--- src/rtl/rst_sequencer.sv ---
module rst_sequencer #(
  parameter int QUAL_EDGES  = 4,
  parameter int HOLD_CYCLES = 512,
  parameter int BUS_TIMEOUT = 64
) (
  input  logic       clk,
  input  logic       por_n,
  input  logic       pin_rst_n,
  input  logic       wdog_expire,
  input  logic       sw_rst,
  input  logic       pll_locked,
  input  logic       lol_rst_en,
  input  logic       pll_mode,
  input  logic       bus_done,
  input  logic       cfg_pin,
  output logic       rst_out,
  output logic       bus_mon_en,
  output logic       cfg_strobe,
  output logic       cfg_value,
  output logic [3:0] cause
);
  localparam int MAXC = (HOLD_CYCLES > BUS_TIMEOUT) ? HOLD_CYCLES : BUS_TIMEOUT;
  localparam int CW   = $clog2(MAXC + 1);
  localparam int QW   = $clog2(QUAL_EDGES + 1);

  typedef enum logic [2:0] {S_RUN, S_DRAIN, S_PIN, S_LOCK, S_HOLD} state_t;

  state_t          state;
  logic [1:0]      pin_sy, lock_sy;
  logic [QW-1:0]   qcnt;
  logic [CW-1:0]   tick;
  logic [3:0]      src;
  logic            pin_low, lock_ok, pin_qual, hold_end, drain_end;

  always_ff @(posedge clk or negedge por_n)
    if (!por_n) begin
      pin_sy  <= 2'b00;
      lock_sy <= 2'b00;
    end else begin
      pin_sy  <= {pin_sy[0], pin_rst_n};
      lock_sy <= {lock_sy[0], pll_locked};
    end

  assign pin_low = ~pin_sy[1];
  assign lock_ok = lock_sy[1];

  always_ff @(posedge clk or negedge por_n)
    if (!por_n)                         qcnt <= '0;
    else if (!pin_low)                  qcnt <= '0;
    else if (qcnt != QW'(QUAL_EDGES))   qcnt <= qcnt + 1'b1;

  assign pin_qual  = (qcnt == QW'(QUAL_EDGES));
  assign src       = {pll_mode & lol_rst_en & ~lock_ok, sw_rst, wdog_expire, pin_qual};
  assign hold_end  = (tick == CW'(HOLD_CYCLES - 1));
  assign drain_end = bus_done | (tick == CW'(BUS_TIMEOUT - 1));

  always_ff @(posedge clk or negedge por_n)
    if (!por_n) begin
      state     <= S_PIN;
      tick      <= '0;
      cause     <= '0;
      cfg_value <= 1'b0;
    end else begin
      case (state)
        S_RUN:
          if (|src) begin
            state <= S_DRAIN;
            cause <= src;
            tick  <= '0;
          end
        S_DRAIN:
          if (drain_end) begin
            state <= S_PIN;
            tick  <= '0;
          end else tick <= tick + 1'b1;
        S_PIN:
          if (!pin_low) state <= S_LOCK;
        S_LOCK:
          if (pin_qual) state <= S_PIN;
          else if (lock_ok) begin
            state <= S_HOLD;
            tick  <= '0;
          end
        S_HOLD:
          if (pin_qual) state <= S_PIN;
          else if (hold_end) begin
            state     <= S_RUN;
            cfg_value <= cfg_pin;
          end else tick <= tick + 1'b1;
        default: state <= S_PIN;
      endcase
    end

  assign rst_out    = (state == S_PIN) || (state == S_LOCK) || (state == S_HOLD);
  assign bus_mon_en = (state == S_DRAIN);
  assign cfg_strobe = (state == S_HOLD) && hold_end && !pin_qual;
endmodule


--- config.mk ---
export PLATFORM = sky130hd
export DESIGN_NAME = rst_sequencer
export DESIGN_NICKNAME = d
export VERILOG_FILES = /design/src/rtl/rst_sequencer.sv
export SDC_FILE = /design/constraint.sdc
export NUM_CORES = 1
export LEC_CHECK = 0
export ABC_AREA = 1
export BUFFER_PORTS_ARGS = -buffer_cell sky130_fd_sc_hd__buf_2
export CAP_MARGIN = 20
export CORE_UTILIZATION = 30
export DETAILED_ROUTE_END_ITERATION = 8
export SYNTH_ARGS = -nofsm -noshare
export SYNTH_HDL_FRONTEND = slang
export SYNTH_SLANG_ARGS = --single-unit
export TNS_END_PERCENT = 100
--- constraint.sdc ---
create_clock -name clk -period 1.4 [get_ports clk]
set_input_delay 0.07 -clock clk [delete_from_list [all_inputs] [get_ports clk]]
set_output_delay 0.07 -clock clk [all_outputs]
set_load 0.03 [all_outputs]
==> results by stage, run 1 <==
CTS:
- For the worst-skew pair, the clock arrives at the later sink with an insertion delay of 0.28 ns.
- The TritonCTS sink count is 25.
- The maximum buffer depth of the clock tree is 2.
- Clock-pin slew was measured on the worst setup and hold paths at 0.10 ns.
- In this run, CTS created clock tree buffers numbering 3.
- The CTS H-tree depth is 1.
- The TritonCTS clock tree is built.
- The tree is rooted in a clkbuf_8.

Timing:
- The post-route worst hold slack is 0.0351 ns.
- Setup repair after global routing could not meet its margin everywhere.
- The final-report max-slew violation count is 0.
- The final count of negative-setup-slack endpoints is 19.
- Measured against its own limit, the worst slew margin works out to 62.5%.
- Clock skew on the completed layout was measured at 0.00750 ns.
- Based on the critical path, the design can be clocked at up to 630 MHz.
- The hold violation total from the final report was 0.
- At the pin with the least slew margin, the transition time is 0.563 ns.
- The final critical-path required period is 1.59 ns.
- The setup slack of the critical path after layout is -0.188 ns.
- The share of the cycle needed by the critical path after routing is 113%.

Power and ir drop:
- Across the VDD grid, the largest voltage drop is 816 uV.
- The leakage power is 1.19 nW.
- The total chip power is 3.71 mW.
- The power per cell area is 1550 mW/mm^2.

Logic synthesis:
- The number of warnings issued by yosys is 0.
- The distinct cell type count after synthesis is 26.
- The net count after synthesis is 207.
- The register area share after synthesis is 42.2%.
- In this run, synthesis produced a sequential element count of 25.
- The summed instance area of the synthesized netlist is 0.00148 sq mm.
- The count of mapped cells out of synthesis is 194.
- Averaged over all synthesized cells, the footprint is 7.65 sq um.

Layout:
- The count of inserted antenna diode cells is 0.
- The most frequent standard cell in the layout excluding fill and tap cells is nand2_1.
- The design area is 0.00239 sq mm.
- Excluding fillers, the count of instances in the completed layout stands at 334.
- Summing all multi-input logic gate instances after layout gives 990 sq um.
- The flip-flop and latch area is 631 sq um.
- The area overhead of the layout relative to synthesis is 60.9%.
- The fraction of layout instances using a drive strength above 1 is 48.7%.
- The top cell types in the final layout, fill and taps aside, are nand2_1 (56), buf_4 (37), dfrtp_1 (21), inv_1 (14), buf_2 (14).
- The total of fill cells in the finished design is 457.
- The net total in the final layout is 281.

Placement:
- During placement, the flow inserted port buffers numbering 17.
- Routability-driven placement finished with a final weighted congestion of 0.821.
- The half-perimeter wire length after detailed placement is 2550 um.
- After detailed placement, the total cell area comes to 0.00187 sq mm.
- The placed cell count is 300.

Route:
- The first-pass iteration count of the detailed router is 4.
- Wires add up to 4070 um.
- The routed wire length per instance is 12.2 um.
- The final antenna-violating net count is 0.
- Summing over every cut layer, the via total after detailed routing is 1568.
- After detailed routing, the number of remaining DRC violations is 0.
- The count of routing violations after the opening detailed-route iteration is 77.
- In the routed layout, each cell is associated on average with a via count of 4.69.

Critical path:
- In this design, the critical path's most frequently occurring cell is nand2_2.
- The category of the worst setup path launch point is a flop.
- STA classifies the critical path endpoint as an output pin.
- On the worst path, the slowest cell contributes a delay of 0.37 ns.
- The slowest stage of the critical path is the dfrtp_1 cell.
- The critical path goes through ha_2 > nand2_2 > nor2_4 > nand3_2 > nor2_2 > nand2_2 > inv_2 > buf_6.
- The worst endpoint data arrival time is 1.52 ns.
- The required time at the worst-slack endpoint is 1.33 ns.
- By startpoint and endpoint, the worst setup path is classified as reg -> out.
- The length in cells of the worst reg-to-reg path is 11.
- The largest driver fanout on the critical path is 2.

GRT:
- For this run, the total global-route usage over all layers was measured as 16.0%.
- The number of global-route vias before repair is 1488.
- The maximum number of pins on one net before global-route repair is 26.
- The number of antenna violations at the first check in global routing is 0.
- The first global-routing pass estimated 6660 um of wire.
- The overflow left after global routing is 0.

Floorplanning:
- The vertical die dimension is 72.3 um.
- The horizontal extent of the die is 72.3 um.
- The initial utilization of the core area, before any placement, comes to 31.2%.
- The total core area is 0.00475 sq mm.
- Row generation in the floorplan step produced 25 rows.
- The number of I/O pins is 18.
- The die area is 0.00523 sq mm.

Run status:
- The run finished, with violations left.
- The checks that failed: setup timing.

Worst hold path:
- The class of the tightest hold or removal check is in -> reg.
- The worst hold path was traced through 2 stages.

Job:
- The tool flagged a number of max-cap violations equal to 0.
## state kept, by name, indices dropped and copies added, names as in the netlist
signal,cells
lock_sy,2
state,3
pin_sy,2
tick,10
cause,4
cfg_value,1
qcnt,3
## final cells by class
class                           count  area share [%]
Timing Repair Buffer               67            22.3
Clock buffer                        3            1.73
Clock inverter                      1           0.367
Timing Repair inverter              1           0.262
Tap cell                           67            3.51
Inverter                           24            3.98
Sequential cell                    25            26.4
Multi-Input combinational cell    146            41.5
## cell usage after synthesis, drive strengths merged
| cell | instances | area share (%) |
|---|---|---|
| nand2 | 72 | 19 |
| dfrtp | 24 | 40 |
| inv | 24 | 6.4 |
| nand3 | 23 | 8.8 |
| nor2 | 17 | 6.2 |
| o21ai | 14 | 4.7 |
| nand4 | 4 | 2.7 |
| ha | 3 | 2.5 |
| xor2 | 3 | 1.8 |
| mux2 | 2 | 1.5 |
| nand3b | 2 | 1.0 |
| a21boi | 1 | 0.51 |
| a21oi | 1 | 0.59 |
| dfstp | 1 | 1.8 |
| nor3 | 1 | 1.1 |
| o21bai | 1 | 0.51 |
| xnor2 | 1 | 0.59 |
## worst paths after layout
check	startpoint	endpoint	slack, ns
min	sw_rst	cause[2]$_DFFE_PN0P_	0.04
max in group asynchronous	por_n	tick[3]$_DFFE_PN0P_	0.69
max reg2reg	tick[0]$_DFFE_PN0P_	cfg_value$_DFFE_PN0P_	-0.17
max	tick[0]$_DFFE_PN0P_	cfg_strobe	-0.19
min in group asynchronous	por_n	cause[0]$_DFFE_PN0P_	0.31
min reg2reg	lock_sy[0]$_DFF_PN0_	lock_sy[1]$_DFF_PN0_	0.36
## kinds of logic after synthesis
kind of cell	after synthesis	share of synthesized area (%)
AO/OA/AOI/OAI	17	6.32
XOR/XNOR	4	2.36
adder cells (fa/ha/maj)	3	2.53
buffers and inverters	24	6.41
flip-flops	25	42.2
multiplexers	2	1.52
AND/OR/NAND/NOR	119	38.6
## worst max-delay path, delay by kind of cell, from the launching register on
family        cells  cell delay, ns
flops             1            0.37
simple gates      5            0.49
fa+ha+maj         1            0.19
buf+inv           2            0.19
## report_power, final
part	switching, mW	internal [mW]
Sequential	0.113	0.879
Combinational	1.22	1.02
Clock	0.268	0.209
Total	1.60	2.11
## per-layer routing
layer / vias up / GRT usage [%] / wire length (um)
met5: - / 0 / 0
met4: 0 / 5.23 / 23
met3: 2 / 1.81 / 151
met2: 27 / 28.3 / 2090
met1: 771 / 20.3 / 1810
li1: 768 / - / -
## metrics by stage
stage	util, %	setup slack [ns]	setup TNS [ns]
finish	50.2	-0.188	-2.26
global route	50.2	-0.262	-3.65
CTS	46.9	-0.180	-1.78
detailed placement	39.3	-0.107	-1.00
global placement	39.3	-0.0673	-0.562
floorplan	-	-0.0176	-0.0176
## repair_timing
action,4_1_cts,5_1_grt
hold buffers,4,0
gates resized for setup,38,31
cloned,2,0
hold endpoints to repair,27,0
endpoints found under the setup margin,18,19
pin swaps,12,19
setup buffers,17,10
Note: power is estimated with default switching activity, not from simulation.
==> inputs of run 2 (changes only) <==
--- a/config.mk
+++ b/config.mk
@@ -8,8 +8,9 @@
 export ABC_AREA = 1
 export BUFFER_PORTS_ARGS = -buffer_cell sky130_fd_sc_hd__buf_2
 export CAP_MARGIN = 20
-export CORE_UTILIZATION = 30
+export CORE_UTILIZATION = 50
 export DETAILED_ROUTE_END_ITERATION = 8
+export PLACE_DENSITY = 0.73
 export SYNTH_ARGS = -nofsm -noshare
 export SYNTH_HDL_FRONTEND = slang
 export SYNTH_SLANG_ARGS = --single-unit
==> run 2 against run 1 <==
  * The run still ends with setup timing left
  * Worst hold slack better by 0.086 ns
  * Worst setup slack worse by 0.13 ns
  * Critical path depth fell by 1
  * Global-route usage rose by 11 points
  * Largest cell class unchanged
  * Largest power group unchanged
==> results by stage, run 2 (synthesis gave the netlist of run 1 again) <==
Run status:
- The flow ran to the end, but the final reports show violations.
- The checks that failed: setup timing.

Route:
- The first detailed-routing pass took 5 iterations.
- After detailed routing, the total wire length is 4330 um.
- After detailed routing, the number of vias per cell comes to 5.54.
- The post-route DRC violation count is 0.
- The detailed router finished its first iteration with 99 violations.
- Once detail routing completed, the nets flagged for antenna violations numbered 0.
- Summing over every cut layer, the via total after detailed routing is 1606.
- The routed wire length per instance is 14.9 um.

Critical path:
- The register-to-register path setup slack is -0.31 ns.
- The length in cells of the worst reg-to-reg path is 9.
- The capturing element type of the critical path is an output pin.
- The critical path in this run is classified as reg -> out.
- The required time at the worst-slack endpoint is 1.33 ns.
- Along the worst path, the maximum fanout reaches 5.
- The startpoint of the worst-slack reg-to-reg timing path is state[1]$_DFFE_PN1P_.
- The worst register-to-register path ends at state[0]$_DFFE_PN0P_.
- The category of the worst setup path launch point is a flop.
- The worst endpoint data arrival time is 1.65 ns.

Floorplanning:
- The number of I/O pins is 18.
- The die area is 0.00319 sq mm.
- In this run the core area contains 19 standard-cell rows.
- The die is 56.5 um wide.
- The floorplan step set the die height to 56.5 um.
- For this configuration, the core starts out at a cell density of 53.4%.
- The total area inside the core boundary comes to 0.00278 sq mm.

Timing:
- The final-report max-slew violation count was 0.
- Setup violations remaining at the end of the flow were counted as 16.
- The setup slack of the critical path after layout is -0.323 ns.
- The post-route worst hold slack is 0.121 ns.
- After layout, the worst path uses 123% of the clock period.
- The worst slew margin relative to its limit is 62.0%.
- Setup repair after global routing could not meet its margin everywhere.
- The fmax is 580 MHz.
- The final critical-path required period is 1.72 ns.
- For the final database, setup skew stands at 0.00344 ns.
- The hold violation total from the final report is 0.
- The slew at the pin closest to its max-slew limit is 0.570 ns.

Power and ir drop:
- The share of power burned in registers is 29.6%.
- The largest voltage drop on the vdd net is 1770 uV.
- Cell internal power was estimated by the tool at 1.87 mW.
- The net switching share of the total power is 45.2%.
- The portion of total power attributed to combinational logic is 60.5%.
- Summed over all cells, the static leakage comes to 1.12 nW.
- The portion of total power attributed to the clock network is 9.9%.
- The total net switching power is 1.55 mW.
- Dividing total power by cell area gives a power density of 1570 mW/mm^2.

Layout:
- In the final layout, flip-flops and latches occupy 628 sq um.
- The fraction of layout instances using a drive strength above 1 is 40.2%.
- The largest registers in the layout are tick x10, cause x4.
- The most frequent standard cell in the layout excluding fill and tap cells is nand2_1.
- After filler insertion, the fill cell instance count of the layout stands at 166.
- The final standard cell count with taps included and fillers excluded is 290.
- The flip-flop count of the largest register after layout is 10.
- The net total in the final layout is 273.
- Leaving out fill and tap cells, the most frequent cells in the layout are nand2_1 (65), buf_4 (30), dfrtp_1 (23), inv_1 (15).
- The area overhead of the layout relative to synthesis is 46.3%.
- The register name with the most flops is tick.
- The repair_antennas step left the layout with diodes totalling 0.
- In the final layout, the multi-input gates occupy 911 sq um.

GRT:
- The number of global-route vias before repair is 1615.
- Global routing finished with a remaining overflow of 0.
- The global-route total usage across every layer is 27.3%.
- The global routing stage identified its most utilized layer as met2.
- The number of antenna violations at the first check in global routing is 0.
- The met3 demand-to-capacity share in global routing is 4.38%.
- The met1 usage in global routing is 33.7%.
- Entering global routing, the biggest net connects 26 pins.
- The met2 track utilization from global routing is 46.6%.
- The first global-routing pass estimated 6750 um of wire.

Worst hold path:
- The tightest min-delay check is of the in -> reg type.
- The worst min-delay path startpoint is pll_mode.
- For hold timing, the worst endpoint is cause[3]$_DFFE_PN0P_.
- Along the worst hold path, the cell count comes to 3.

Placement:
- Buffers placed on the I/O ports in this run total 17.
- The half-perimeter wire length after detailed placement is 2570 um.
- The congestion estimate from routability-driven global placement came to 0.973.
- The placed cell count is 260.

Job:
- The tool flagged a number of max-cap violations equal to 0.

CTS:
- The maximum buffer depth of the clock tree is 2.
- For this design, the sink count on the clock tree is 25.
- Clock-pin slew was measured on the worst setup and hold paths at 0.15 ns.
- TritonCTS built the clock tree.
- The clock latency of the later-clocked register in the worst-skew pair is 0.32 ns.
- TritonCTS created 3 clock buffers.
- CTS built an H-tree with a depth of 1.
- The cell sitting at the root of the clock tree is a clkbuf_4.
run 2: changes by cell type in the layout (fill, tap and decap cells not counted), sizes merged:
cell and change:
clkinv +1, buf -10, inv -1, dlygate4sd3 +2
run 2: timing repair:
item	4_1_cts	5_1_grt
setup endpoints to repair	17	20
resized for setup	30	12
endpoints found under the hold margin	29	0
cloned	1	1
buffers inserted	13	5
hold buffers	6	0
pin swaps	7	7
run 2: cell type report:
class,instances,area share [%]
multi-input cells,146,42.0
flip-flops and latches,25,28.9
clock inverters,1,0.231
well taps,31,1.79
inverters,24,4.73
repair buffers,59,21.0
repair inverters,1,0.288
clock buffers,3,1.04
run 2: power by group through the flow:
stage               sequential (mW)  clock [mW]  combinational [mW]
floorplan                      1.12           0               0.843
global route                   1.03       0.368                2.19
detailed placement             1.00           0                1.48
global placement              0.988           0                1.43
CTS                            1.00       0.341                1.90
finish                         1.01       0.338                2.07
run 2: per-stage QoR:
step	setup TNS [ns]	utilization, %	area, sq um	power [mW]	setup slack [ns]
4_1_cts	-2.68	75.0	2090	3.24	-0.302
5_1_grt	-4.63	78.0	2170	3.58	-0.397
2_1_floorplan	-0.0176	-	1520	1.97	-0.0176
3_3_place_gp	-0.715	64.0	1780	2.42	-0.0788
3_5_place_dp	-1.41	64.0	1780	2.48	-0.130
6_report	-3.56	78.0	2170	3.42	-0.323
run 2: how the worst max path moves through the flow:
stage               slack (ns)                     to  cells after the start                  from
floorplan                -0.02  cfg_value$_DFFE_PN0P_                      9  state[0]$_DFFE_PN0P_
global placement         -0.08    tick[1]$_DFFE_PN0P_                     11   qcnt[0]$_DFFE_PN0P_
detailed placement       -0.13    tick[1]$_DFFE_PN0P_                     11   qcnt[0]$_DFFE_PN0P_
CTS                      -0.30             cfg_strobe                      8   tick[1]$_DFFE_PN0P_
global route             -0.40             cfg_strobe                      7   tick[6]$_DFFE_PN0P_
finish                   -0.32             cfg_strobe                      7   tick[6]$_DFFE_PN0P_
run 2: layer usage:
layer	wire length, um	vias to the layer above
met2	2140	80
met3	235	22
met1	1830	753
met4	128	0
li1	-	751
met5	0	-
run 2: worst max-delay path, stage by stage (launching register included):
cell and delay, ns:
dfrtp_1 0.49, nand2_1 0.15, nor2_4 0.19, nand3_2 0.12, nor2_2 0.12, nand2_2 0.08
inv_2 0.07, buf_6 0.12
==> inputs of run 3 (changes only) <==
--- a/config.mk
+++ b/config.mk
@@ -6,7 +6,7 @@
 export NUM_CORES = 1
 export LEC_CHECK = 0
 export ABC_AREA = 1
-export BUFFER_PORTS_ARGS = -buffer_cell sky130_fd_sc_hd__buf_2
+export BUFFER_PORTS_ARGS = -buffer_cell sky130_fd_sc_hd__clkbuf_2
 export CAP_MARGIN = 20
 export CORE_UTILIZATION = 50
 export DETAILED_ROUTE_END_ITERATION = 8
==> run 3 against run 2 <==
  * Final area increased by 2.7%
  * The run still ends with setup timing left
  * Core utilization increased by 2.1 points
  * Sequential share of layout area decreased by 0.75 points
  * Clock power increased by 6.2%
  * Sequential cell count unchanged
  * Worst hold slack got worse by 0.0065 ns
  * Register-to-register slack improved by 0.04 ns
  * Non-clock buffer count increased by 3
==> results by stage, run 3 (synthesis gave the netlist of run 1 again) <==
Critical path:
- The critical path in this run is classified as reg -> out.
- For this design, the slowest cell found on the critical path is dfrtp_1.
- The worst endpoint data arrival time is 1.63 ns.
- Of all nets on the critical path, the largest fanout is 2.
- Traced cell by cell, the critical path runs through ha_4 > nand2_4 > nor2_4 > nand3_2 > nor2_2 > nand2_2 > inv_2 > buf_8.
- The required time at the worst-slack endpoint is 1.33 ns.
- The category of the worst setup path launch point is a flop.
- STA classifies the critical path endpoint as an output pin.
- The worst stage delay on the critical path is 0.45 ns.

Route:
- After detailed routing, the wire length on met1 is 1830 um.
- The sum of met3 wire segment lengths after detailed routing is 281 um.
- The length of routed met2 wiring is 2380 um.
- The highest metal layer carrying signal wires in the routed design is met4.
- Summed over all layers, the routed wires come to 4700 um.
- After detailed routing, the average wire length per cell comes to 16.0 um.
- The final antenna-violating net count is 0.
- After detailed routing, the number of vias per cell comes to 5.61.
- In the routed design, unresolved DRC markers number 0.
- The count of routing violations after the opening detailed-route iteration is 100.
- The first-pass iteration count of the detailed router is 5.
- Across all layers, the routed design uses 1643 vias.

Timing:
- For the finished layout, the period the worst path requires is 1.70 ns.
- The final-report max-slew violation count was 0.
- The fmax is 587 MHz.
- The final count of negative-setup-slack endpoints is 17.
- The worst pin sits at a relative slew slack of 57.5%.
- The setup clock skew after layout is 0.00376 ns.
- After layout, the worst path uses 122% of the clock period.
- After layout, the worst setup slack is -0.303 ns.
- At the pin with the least slew margin, the transition time is 0.637 ns.
- Setup repair after global routing could not meet its margin everywhere.
- The hold violation total from the final report is 0.
- The post-route worst hold slack is 0.114 ns.

CTS:
- The clock net in this run drives a total of 25 sinks.
- The CTS H-tree depth is 1.
- The clock-pin slew on the worst setup and hold paths is 0.15 ns.
- Clock tree synthesis selected as its root buffer the cell clkbuf_4.
- The CTS buffer count is 3.
- The maximum buffer depth of the clock tree is 2.
- The clock latency of the later-clocked register in the worst-skew pair is 0.33 ns.
- TritonCTS built the clock tree.

Layout:
- Measured on the finished design, the core utilization comes to 80.1%.
- The design area is 0.00223 sq mm.
- The net total in the final layout is 276.
- Of the cells placed in the final design, the portion with a size suffix greater than 1 is 42.7%.
- The register with the most flip-flops in the layout has 10 of them.
- The number of antenna diodes in the final layout is 0.
- More flip-flops sit in one register than any other, and that register is tick.
- The most frequent standard cell in the layout excluding fill and tap cells is nand2_1.
- The area overhead of the layout relative to synthesis is 50.2%.
- The largest registers in the layout are tick x10, cause x4.
- In the layout the commonest cells are nand2_1 (61), buf_4 (33), dfrtp_1 (23), inv_1 (15).

GRT:
- The global-route total usage across every layer is 28.6%.
- The overflow left after global routing is 0.
- The wire length of the first global-routing pass is 6900 um.
- The number of antenna violations at the first check in global routing is 0.
- The number of global-route vias before repair is 1519.
- The maximum number of pins on one net before global-route repair is 26.

Placement:
- The routability congestion estimate is 0.857.
- The half-perimeter wire length after detailed placement is 2570 um.
- The setup slack at placement is -0.134 ns.
- The number of buffers inserted by port buffering is 17.
- The post-placement cell area is 0.00179 sq mm.

Power and ir drop:
- The leakage power is 1.14 nW.
- The total chip power is 3.40 mW.
- VDD sags by at most 1690 uV.
- Dividing total power by cell area gives a power density of 1520 mW/mm^2.

Floorplanning:
- The vertical die dimension is 56.5 um.
- Row generation in the floorplan step produced 19 rows.
- The initial standard-cell utilization of the core is 53.4%.
- The floorplan step defined a die boundary enclosing 0.00319 sq mm.
- The core region is 0.00278 sq mm.
- The die is 56.5 um wide.
- For this design the top-level I/O count stands at 18.

Run status:
- The checks that failed: setup timing.
- The flow ran to the end, but the final reports show violations.

Job:
- The number of violations of the max-capacitance limit is 0.

Worst hold path:
- The class of the tightest hold or removal check is in -> reg.
[run 3: changes by cell type in the layout (fill, tap and decap cells not counted), sizes merged]
cell    change
buf        -11
clkinv      -1
inv         +1
clkbuf     +14
[run 3: per-layer routing]
layer / vias to the layer above / GRT usage, %
met5: - / 0
met4: 0 / 13.9
met3: 31 / 3.69
met2: 94 / 47.4
met1: 760 / 36.8
li1: 758 / -
[run 3: path summary, 6_finish.rpt]
| path | startpoint | to | slack, ns | depth (start not counted) |
|---|---|---|---|---|
| setup / recovery | tick[0]$_DFFE_PN0P_ | cfg_strobe | -0.30 | 8 |
| hold / removal | pll_mode | cause[3]$_DFFE_PN0P_ | 0.11 | 3 |
| setup reg to reg | tick[0]$_DFFE_PN0P_ | tick[1]$_DFFE_PN0P_ | -0.27 | 9 |
| hold reg to reg | pin_sy[0]$_DFF_PN0_ | pin_sy[1]$_DFF_PN0_ | 0.37 | 0 |
| max in group asynchronous | por_n | tick[4]$_DFFE_PN0P_ | 0.69 | 2 |
| min in group asynchronous | por_n | cause[1]$_DFFE_PN0P_ | 0.26 | 2 |
[run 3: power breakdown]
part / switching, mW / internal (mW) / total, mW
logic: 1.18 / 0.851 / 2.03
clock network: 0.242 / 0.117 / 0.359
registers: 0.130 / 0.878 / 1.01
[run 3: through the flow]
stage,setup TNS [ns],std cells
global placement,-0.653,261
detailed placement,-1.43,261
floorplan,-0.0176,194
CTS,-2.75,282
global route,-5.05,293
finish,-3.75,293
[run 3: timing repair]
| action | CTS | global route |
|---|---|---|
| pin swaps | 6 | 16 |
| hold buffers | 6 | 0 |
| gates resized for setup | 21 | 34 |
| setup buffers | 9 | 13 |
| cloned | 2 | 0 |
| setup endpoints to repair | 17 | 21 |
| endpoints found under the hold margin | 29 | 0 |
[run 3: cell type report]
type                       instances  area (sq um)
fill                             162           553
tap                               31          38.8
clock inverter                     1          8.76
timing repair inverter             1          6.26
multi-input combinational        146           937
timing repair buffer              62           487
inverter                          24           100
sequential                        25           628
clock buffer                       3          22.5
[run 3: worst max-delay path: cells and delay by family, from the launching register on]
family,cells,cell delay (ns)
AND/OR/NAND/NOR,5,0.46
buffers and inverters,2,0.20
flip-flops,1,0.45
adder cells (fa/ha/maj),1,0.18
